[config.mk]
export PLATFORM = sky130hd
export DESIGN_NAME = cfg_word_latch
export DESIGN_NICKNAME = d
export VERILOG_FILES = /design/src/rtl/cfg_latch_pkg.sv /design/src/rtl/cfg_sync.sv /design/src/rtl/cfg_shifter.sv /design/src/rtl/cfg_hold.sv /design/src/rtl/cfg_word_latch.sv
export SDC_FILE = /design/constraint.sdc
export NUM_CORES = 1
export LEC_CHECK = 0
export BUFFER_PORTS_ARGS = -buffer_cell sky130_fd_sc_hd__buf_2
export CORE_UTILIZATION = 58
export DETAILED_ROUTE_END_ITERATION = 6
export PLACE_DENSITY_LB_ADDON = 0.1
export SYNTH_ARGS = -nofsm -noshare
export SYNTH_HDL_FRONTEND = slang
export SYNTH_SLANG_ARGS = --single-unit
[constraint.sdc]
create_clock -name clk -period 3.75 [get_ports clk]
set_clock_uncertainty 0.15 [all_clocks]
set_input_delay 0.375 -clock clk [delete_from_list [all_inputs] [get_ports clk]]
set_output_delay 0.375 -clock clk [all_outputs]
set_load 0.1 [all_outputs]
[src/rtl/cfg_latch_pkg.sv]
package cfg_latch_pkg;

    localparam int M_W     = 9;
    localparam int N_W     = 2;
    localparam int T_W     = 3;
    localparam int FRAME_W = T_W + N_W + M_W;

    // Field order equals shift order: first bit sent lands in the MSB.
    typedef struct packed {
        logic [T_W-1:0] t;
        logic [N_W-1:0] n;
        logic [M_W-1:0] m;
    } cfg_word_t;

endpackage

[src/rtl/cfg_sync.sv]
module cfg_sync #(
    parameter int             W       = 1,
    parameter int             STAGES  = 2,
    parameter logic [W-1:0]   RST_VAL = '0
) (
    input  logic         clk,
    input  logic         rst_n,
    input  logic [W-1:0] din,
    output logic [W-1:0] dout
);

    logic [W-1:0] stg_d [STAGES];
    logic [W-1:0] stg_q [STAGES];

    always_comb begin
        stg_d[0] = din;
        for (int i = 1; i < STAGES; i++) begin
            stg_d[i] = stg_q[i-1];
        end
    end

    always_ff @(posedge clk or negedge rst_n) begin
        if (!rst_n) begin
            for (int i = 0; i < STAGES; i++) begin
                stg_q[i] <= RST_VAL;
            end
        end else begin
            for (int i = 0; i < STAGES; i++) begin
                stg_q[i] <= stg_d[i];
            end
        end
    end

    assign dout = stg_q[STAGES-1];

endmodule

[src/rtl/cfg_shifter.sv]
module cfg_shifter #(
    parameter int FRAME_W = cfg_latch_pkg::FRAME_W
) (
    input  logic               clk,
    input  logic               rst_n,
    input  logic               sclk_s,
    input  logic               sdata_s,
    output logic               shift_pulse,
    output logic [FRAME_W-1:0] shreg
);

    typedef struct packed {
        logic               sclk_prev;
        logic [FRAME_W-1:0] sh;
    } shift_state_t;

    shift_state_t st_d, st_q;

    always_comb begin
        st_d           = st_q;
        st_d.sclk_prev = sclk_s;
        shift_pulse    = sclk_s & ~st_q.sclk_prev;
        if (shift_pulse) begin
            st_d.sh = {st_q.sh[FRAME_W-2:0], sdata_s};
        end
    end

    always_ff @(posedge clk or negedge rst_n) begin
        if (!rst_n) begin
            st_q <= '0;
        end else begin
            st_q <= st_d;
        end
    end

    assign shreg = st_q.sh;

endmodule

[src/rtl/cfg_hold.sv]
module cfg_hold
    import cfg_latch_pkg::*;
(
    input  logic               clk,
    input  logic               rst_n,
    input  logic               sload_s,
    input  logic               pload_s,
    input  logic [FRAME_W-1:0] shreg,
    input  logic [M_W-1:0]     pm_s,
    input  logic [N_W-1:0]     pn_s,
    output cfg_word_t          cfg
);

    cfg_word_t cfg_d, cfg_q;

    always_comb begin
        cfg_d = cfg_q;
        if (sload_s) begin
            // serial enable open: whole word tracks the shift register
            cfg_d = cfg_word_t'(shreg);
        end else if (!pload_s) begin
            // parallel enable open: dividers track pins, test field kept
            cfg_d.m = pm_s;
            cfg_d.n = pn_s;
        end
    end

    always_ff @(posedge clk or negedge rst_n) begin
        if (!rst_n) begin
            cfg_q <= '0;
        end else begin
            cfg_q <= cfg_d;
        end
    end

    assign cfg = cfg_q;

endmodule

[src/rtl/cfg_word_latch.sv]
module cfg_word_latch
    import cfg_latch_pkg::*;
#(
    parameter int SYNC_STAGES = 2
) (
    input  logic           clk,
    input  logic           rst_n,
    input  logic           ser_clk,
    input  logic           ser_data,
    input  logic           ser_load,
    input  logic           par_load,
    input  logic [M_W-1:0] par_m,
    input  logic [N_W-1:0] par_n,
    output logic [M_W-1:0] cfg_m,
    output logic [N_W-1:0] cfg_n,
    output logic [T_W-1:0] cfg_t
);

    localparam int SER_W = 3;
    localparam int PAR_W = 1 + M_W + N_W;

    logic [SER_W-1:0]   ser_s;
    logic [PAR_W-1:0]   par_s;
    logic               ser_clk_s, ser_data_s, ser_load_s;
    logic               par_load_s;
    logic [M_W-1:0]     par_m_s;
    logic [N_W-1:0]     par_n_s;
    logic               ser_rise;
    logic [FRAME_W-1:0] shreg;
    cfg_word_t          cfg;

    // serial pins idle low, parallel pins idle high
    cfg_sync #(.W(SER_W), .STAGES(SYNC_STAGES), .RST_VAL('0)) u_ser_sync (
        .clk  (clk),
        .rst_n(rst_n),
        .din  ({ser_clk, ser_data, ser_load}),
        .dout (ser_s)
    );

    cfg_sync #(.W(PAR_W), .STAGES(SYNC_STAGES), .RST_VAL('1)) u_par_sync (
        .clk  (clk),
        .rst_n(rst_n),
        .din  ({par_load, par_m, par_n}),
        .dout (par_s)
    );

    assign {ser_clk_s, ser_data_s, ser_load_s} = ser_s;
    assign {par_load_s, par_m_s, par_n_s}      = par_s;

    cfg_shifter #(.FRAME_W(FRAME_W)) u_shifter (
        .clk        (clk),
        .rst_n      (rst_n),
        .sclk_s     (ser_clk_s),
        .sdata_s    (ser_data_s),
        .shift_pulse(ser_rise),
        .shreg      (shreg)
    );

    cfg_hold u_hold (
        .clk    (clk),
        .rst_n  (rst_n),
        .sload_s(ser_load_s),
        .pload_s(par_load_s),
        .shreg  (shreg),
        .pm_s   (par_m_s),
        .pn_s   (par_n_s),
        .cfg    (cfg)
    );

    assign cfg_m = cfg.m;
    assign cfg_n = cfg.n;
    assign cfg_t = cfg.t;

endmodule

==> impl_metrics.xml <==
<?xml version="1.0" encoding="UTF-8"?>
<metrics>
  <group name="clock_network">
    <metric name="ctsResizeCount" unit="">0</metric>
    <metric name="cts_root_buffer" unit="">clkbuf_4</metric>
    <metric name="cts-hold-fix-buffers" unit="">16</metric>
    <metric name="cts.repair_timing.setup_buffer_count" unit="">0</metric>
    <metric name="cts_buffers" unit="">9</metric>
    <metric name="clock_sink_count" unit="">59</metric>
    <metric name="cts_tree" unit="">yes</metric>
    <metric name="worst_skew_pair_latency" unit="ps">370</metric>
    <metric name="cts-htree-levels" unit="">3</metric>
    <metric name="clk_path_buf_depth" unit="">2</metric>
    <metric name="cts.reportedPaths.clkPinSlew" unit="ps">90</metric>
  </group>
  <group name="detailed_routing">
    <metric name="drt-vias-per-instance" unit="">4.78</metric>
    <metric name="drt_wl_total" unit="um">2710</metric>
    <metric name="initialDrtViolationCount" unit="">37</metric>
    <metric name="dr_vias" unit="">1047</metric>
    <metric name="drc" unit="">0</metric>
    <metric name="route.detailed.wl_per_inst" unit="um">12.4</metric>
    <metric name="ant_nets" unit="">0</metric>
    <metric name="detail_route.first_pass.iterations" unit="">3</metric>
  </group>
  <group name="setup_path">
    <metric name="cp-startpoint" unit="">u_hold.cfg[3]</metric>
    <metric name="critical_path_class" unit="">reg2out</metric>
    <metric name="worstReg2RegStart" unit="">u_shifter.st_q[14]</metric>
    <metric name="top_delay_family_on_crit_path" unit="">buffers and inverters</metric>
    <metric name="critPathLaunchType" unit="">flop</metric>
    <metric name="crit_buf_inv" unit="">1</metric>
    <metric name="worst_path_largest_cell_delay" unit="ps">430</metric>
    <metric name="worst-endpoint-arrival" unit="ps">1170</metric>
    <metric name="crit_path_cell_trace" unit="">buf_2</metric>
    <metric name="critPathCaptureType" unit="">output pin</metric>
    <metric name="timing.critical_path.required" unit="ps">3220</metric>
    <metric name="crit_slowest_cell" unit="">buf_2</metric>
    <metric name="cp_max_fo" unit="">2</metric>
  </group>
  <group name="power">
    <metric name="clkPwrFrac" unit="">0.189</metric>
    <metric name="ir_drop" unit="V">0.000472</metric>
    <metric name="power-per-cell-area" unit="mW/mm2">727</metric>
    <metric name="power.combinational.fraction" unit="">0.326</metric>
    <metric name="seq_power_share" unit="">0.485</metric>
    <metric name="p_int" unit="uW">1070</metric>
    <metric name="p_switching" unit="uW">699</metric>
    <metric name="switching_share" unit="">0.396</metric>
    <metric name="leakagePower" unit="uW">0.00115</metric>
  </group>
  <group name="synthesis">
    <metric name="synthesis.area" unit="mm2">0.00201</metric>
    <metric name="synth.distinct_cells" unit="">13</metric>
    <metric name="synth_sequential_area_ratio" unit="">0.750</metric>
    <metric name="syn_avg_cell_area" unit="um2">17.3</metric>
    <metric name="synth_warnings" unit="">0</metric>
    <metric name="postSynthNetCount" unit="">133</metric>
    <metric name="syn-instance-count" unit="">116</metric>
    <metric name="number_of_register_bits_inferred_by_synthesis" unit="">59</metric>
  </group>
  <group name="timing">
    <metric name="final_period_minus_worst_setup_slack" unit="ps">1700</metric>
    <metric name="rsz0062_at_grt" unit="">no</metric>
    <metric name="setup_tns" unit="ps">0</metric>
    <metric name="slew_viol_final" unit="">0</metric>
    <metric name="final-hold-violation-count" unit="">0</metric>
    <metric name="max_freq" unit="GHz">0.590</metric>
    <metric name="worst_setup_slack_after_layout" unit="ps">2050</metric>
    <metric name="maxSlewHeadroom" unit="">0.528</metric>
    <metric name="final.period_utilization" unit="">0.452</metric>
    <metric name="tightest_slew" unit="ps">708</metric>
    <metric name="final-setup-viol-count" unit="">0</metric>
  </group>
  <group name="placement">
    <metric name="place_ws" unit="ps">2270</metric>
    <metric name="placed_cell_area" unit="mm2">0.00217</metric>
    <metric name="gp_congestion" unit="">0.689</metric>
    <metric name="portBuffers" unit="">30</metric>
    <metric name="dpl.cell_count" unit="">187</metric>
    <metric name="dp.final_hpwl" unit="um">1670</metric>
  </group>
  <group name="run_status">
    <metric name="status" unit="">complete, no violations</metric>
  </group>
  <group name="global_route">
    <metric name="via_count_of_the_first_global_routing_pass" unit="">1058</metric>
    <metric name="globalRouteOverflowTotal" unit="">0</metric>
    <metric name="grt_pass1_wl" unit="um">4650</metric>
    <metric name="grt_max_degree" unit="">46</metric>
    <metric name="initial_antenna_violation_count" unit="">0</metric>
    <metric name="grt_usage" unit="">0.192</metric>
  </group>
  <group name="floorplanning">
    <metric name="pin_count" unit="">31</metric>
    <metric name="start_util" unit="">0.602</metric>
    <metric name="die-height" unit="um">60.8</metric>
    <metric name="row_count" unit="">21</metric>
    <metric name="fp.coreArea" unit="mm2">0.00334</metric>
    <metric name="die_width" unit="um">60.8</metric>
    <metric name="floorplan_die_area" unit="mm2">0.00370</metric>
  </group>
  <group name="layout">
    <metric name="final_area" unit="mm2">0.00243</metric>
    <metric name="proportion_of_layout_cells_with_a_drive_suffix_above_1" unit="">0.491</metric>
    <metric name="final-instance-count-excl-fill" unit="">219</metric>
    <metric name="area_delta_synth_final" unit="%">20.9</metric>
    <metric name="design.final.nets" unit="">185</metric>
    <metric name="insertedDiodeCount" unit="">0</metric>
  </group>
  <group name="hold_path">
    <metric name="min-delay-path-class" unit="">reg2reg</metric>
    <metric name="worst_hold_startpoint" unit="">u_ser_sync.stg_d[0]</metric>
  </group>
  <group name="job">
    <metric name="maxCapViolCount" unit="">0</metric>
  </group>
</metrics>
-- Yosys cell counts --
cell,number,area (um2)
dfrtp_1,35,876
dfstp_2,24,631
mux2i_1,11,110
nand2_1,11,41.3
o21ai_0,11,55.1
mux2_4,10,150
mux2_2,7,78.8
buf_2,2,10.0
buf_12,1,20.0
buf_4,1,7.51
buf_6,1,11.3
clkbuf_1,1,3.75
nor2b_4,1,13.8
-- power by group through the flow --
| stage | clock [uW] | sequential [uW] | combinational, uW |
|---|---|---|---|
| after floorplan | 0 | 1180 | 150 |
| after global placement | 0 | 861 | 561 |
| after detailed placement | 0 | 869 | 567 |
| after CTS | 352 | 858 | 581 |
| after global routing | 383 | 878 | 606 |
| final | 334 | 856 | 576 |
-- cells in the final DEF, fill, tap and decap left out --
cell type,netlist,layout
mux2_4,10,10
clkbuf_4,0,9
dfstp_2,24,24
clkbuf_1,1,4
buf_2,2,30
mux2_2,7,7
nand2_1,11,11
dlygate4sd3_1,0,16
nor2b_4,1,1
dfrtp_1,35,35
clkinv_2,0,3
mux2i_1,11,11
buf_4,1,1
o21ai_0,11,11
-- cells by family after synthesis --
family / count (synthesis) / synth area share
mux: 28 / 0.169
flops: 59 / 0.750
compound gates: 11 / 0.0274
simple gates: 12 / 0.0274
buf+inv: 6 / 0.0262
-- metrics by stage --
step                      hold WS, ps   util  power, uW
after floorplan                 -70.6      -       1330
after global placement            120  0.651       1420
after detailed placement          131  0.651       1440
after CTS                         190  0.728       1790
after global routing              202  0.728       1870
final                             189  0.728       1770
-- worst paths after layout --
| path | end | slack, ps | cells after the start |
|---|---|---|---|
| hold / removal | u_ser_sync.dout[0] | 190 | 0 |
| setup / recovery | cfg_m[3] | 2050 | 1 |
| hold reg to reg | u_ser_sync.dout[0] | 190 | 0 |
| min in group asynchronous | u_hold.cfg[6] | 260 | 2 |
| setup reg to reg | u_shifter.shreg[1] | 2260 | 2 |
| max in group asynchronous | u_par_sync.dout[2] | 2350 | 3 |
-- cell type report --
type                       count  area [um2]
clock buffer                  13        82.6
clock inverter                 3        15.0
fill                         233         908
multi-input combinational     51         449
sequential                    59        1510
tap                           46        57.6
timing repair buffer          47         318
-- registers in the layout (all words and copies together) (netlist names) --
name,flops
u_shifter.st_q,1
u_par_sync.stg_d,12
u_par_sync.dout,12
u_hold.cfg,14
u_ser_sync.dout,3
u_ser_sync.stg_d,3
u_shifter.shreg,14
-- metal layers --
layer,vias up,global-route usage,routed length [um]
met1,513,0.217,1210
met3,6,0.132,185
met2,30,0.287,1290
met5,-,0,0
met4,0,0.0779,32
li1,498,-,-
(Power assumes the default switching activity.)
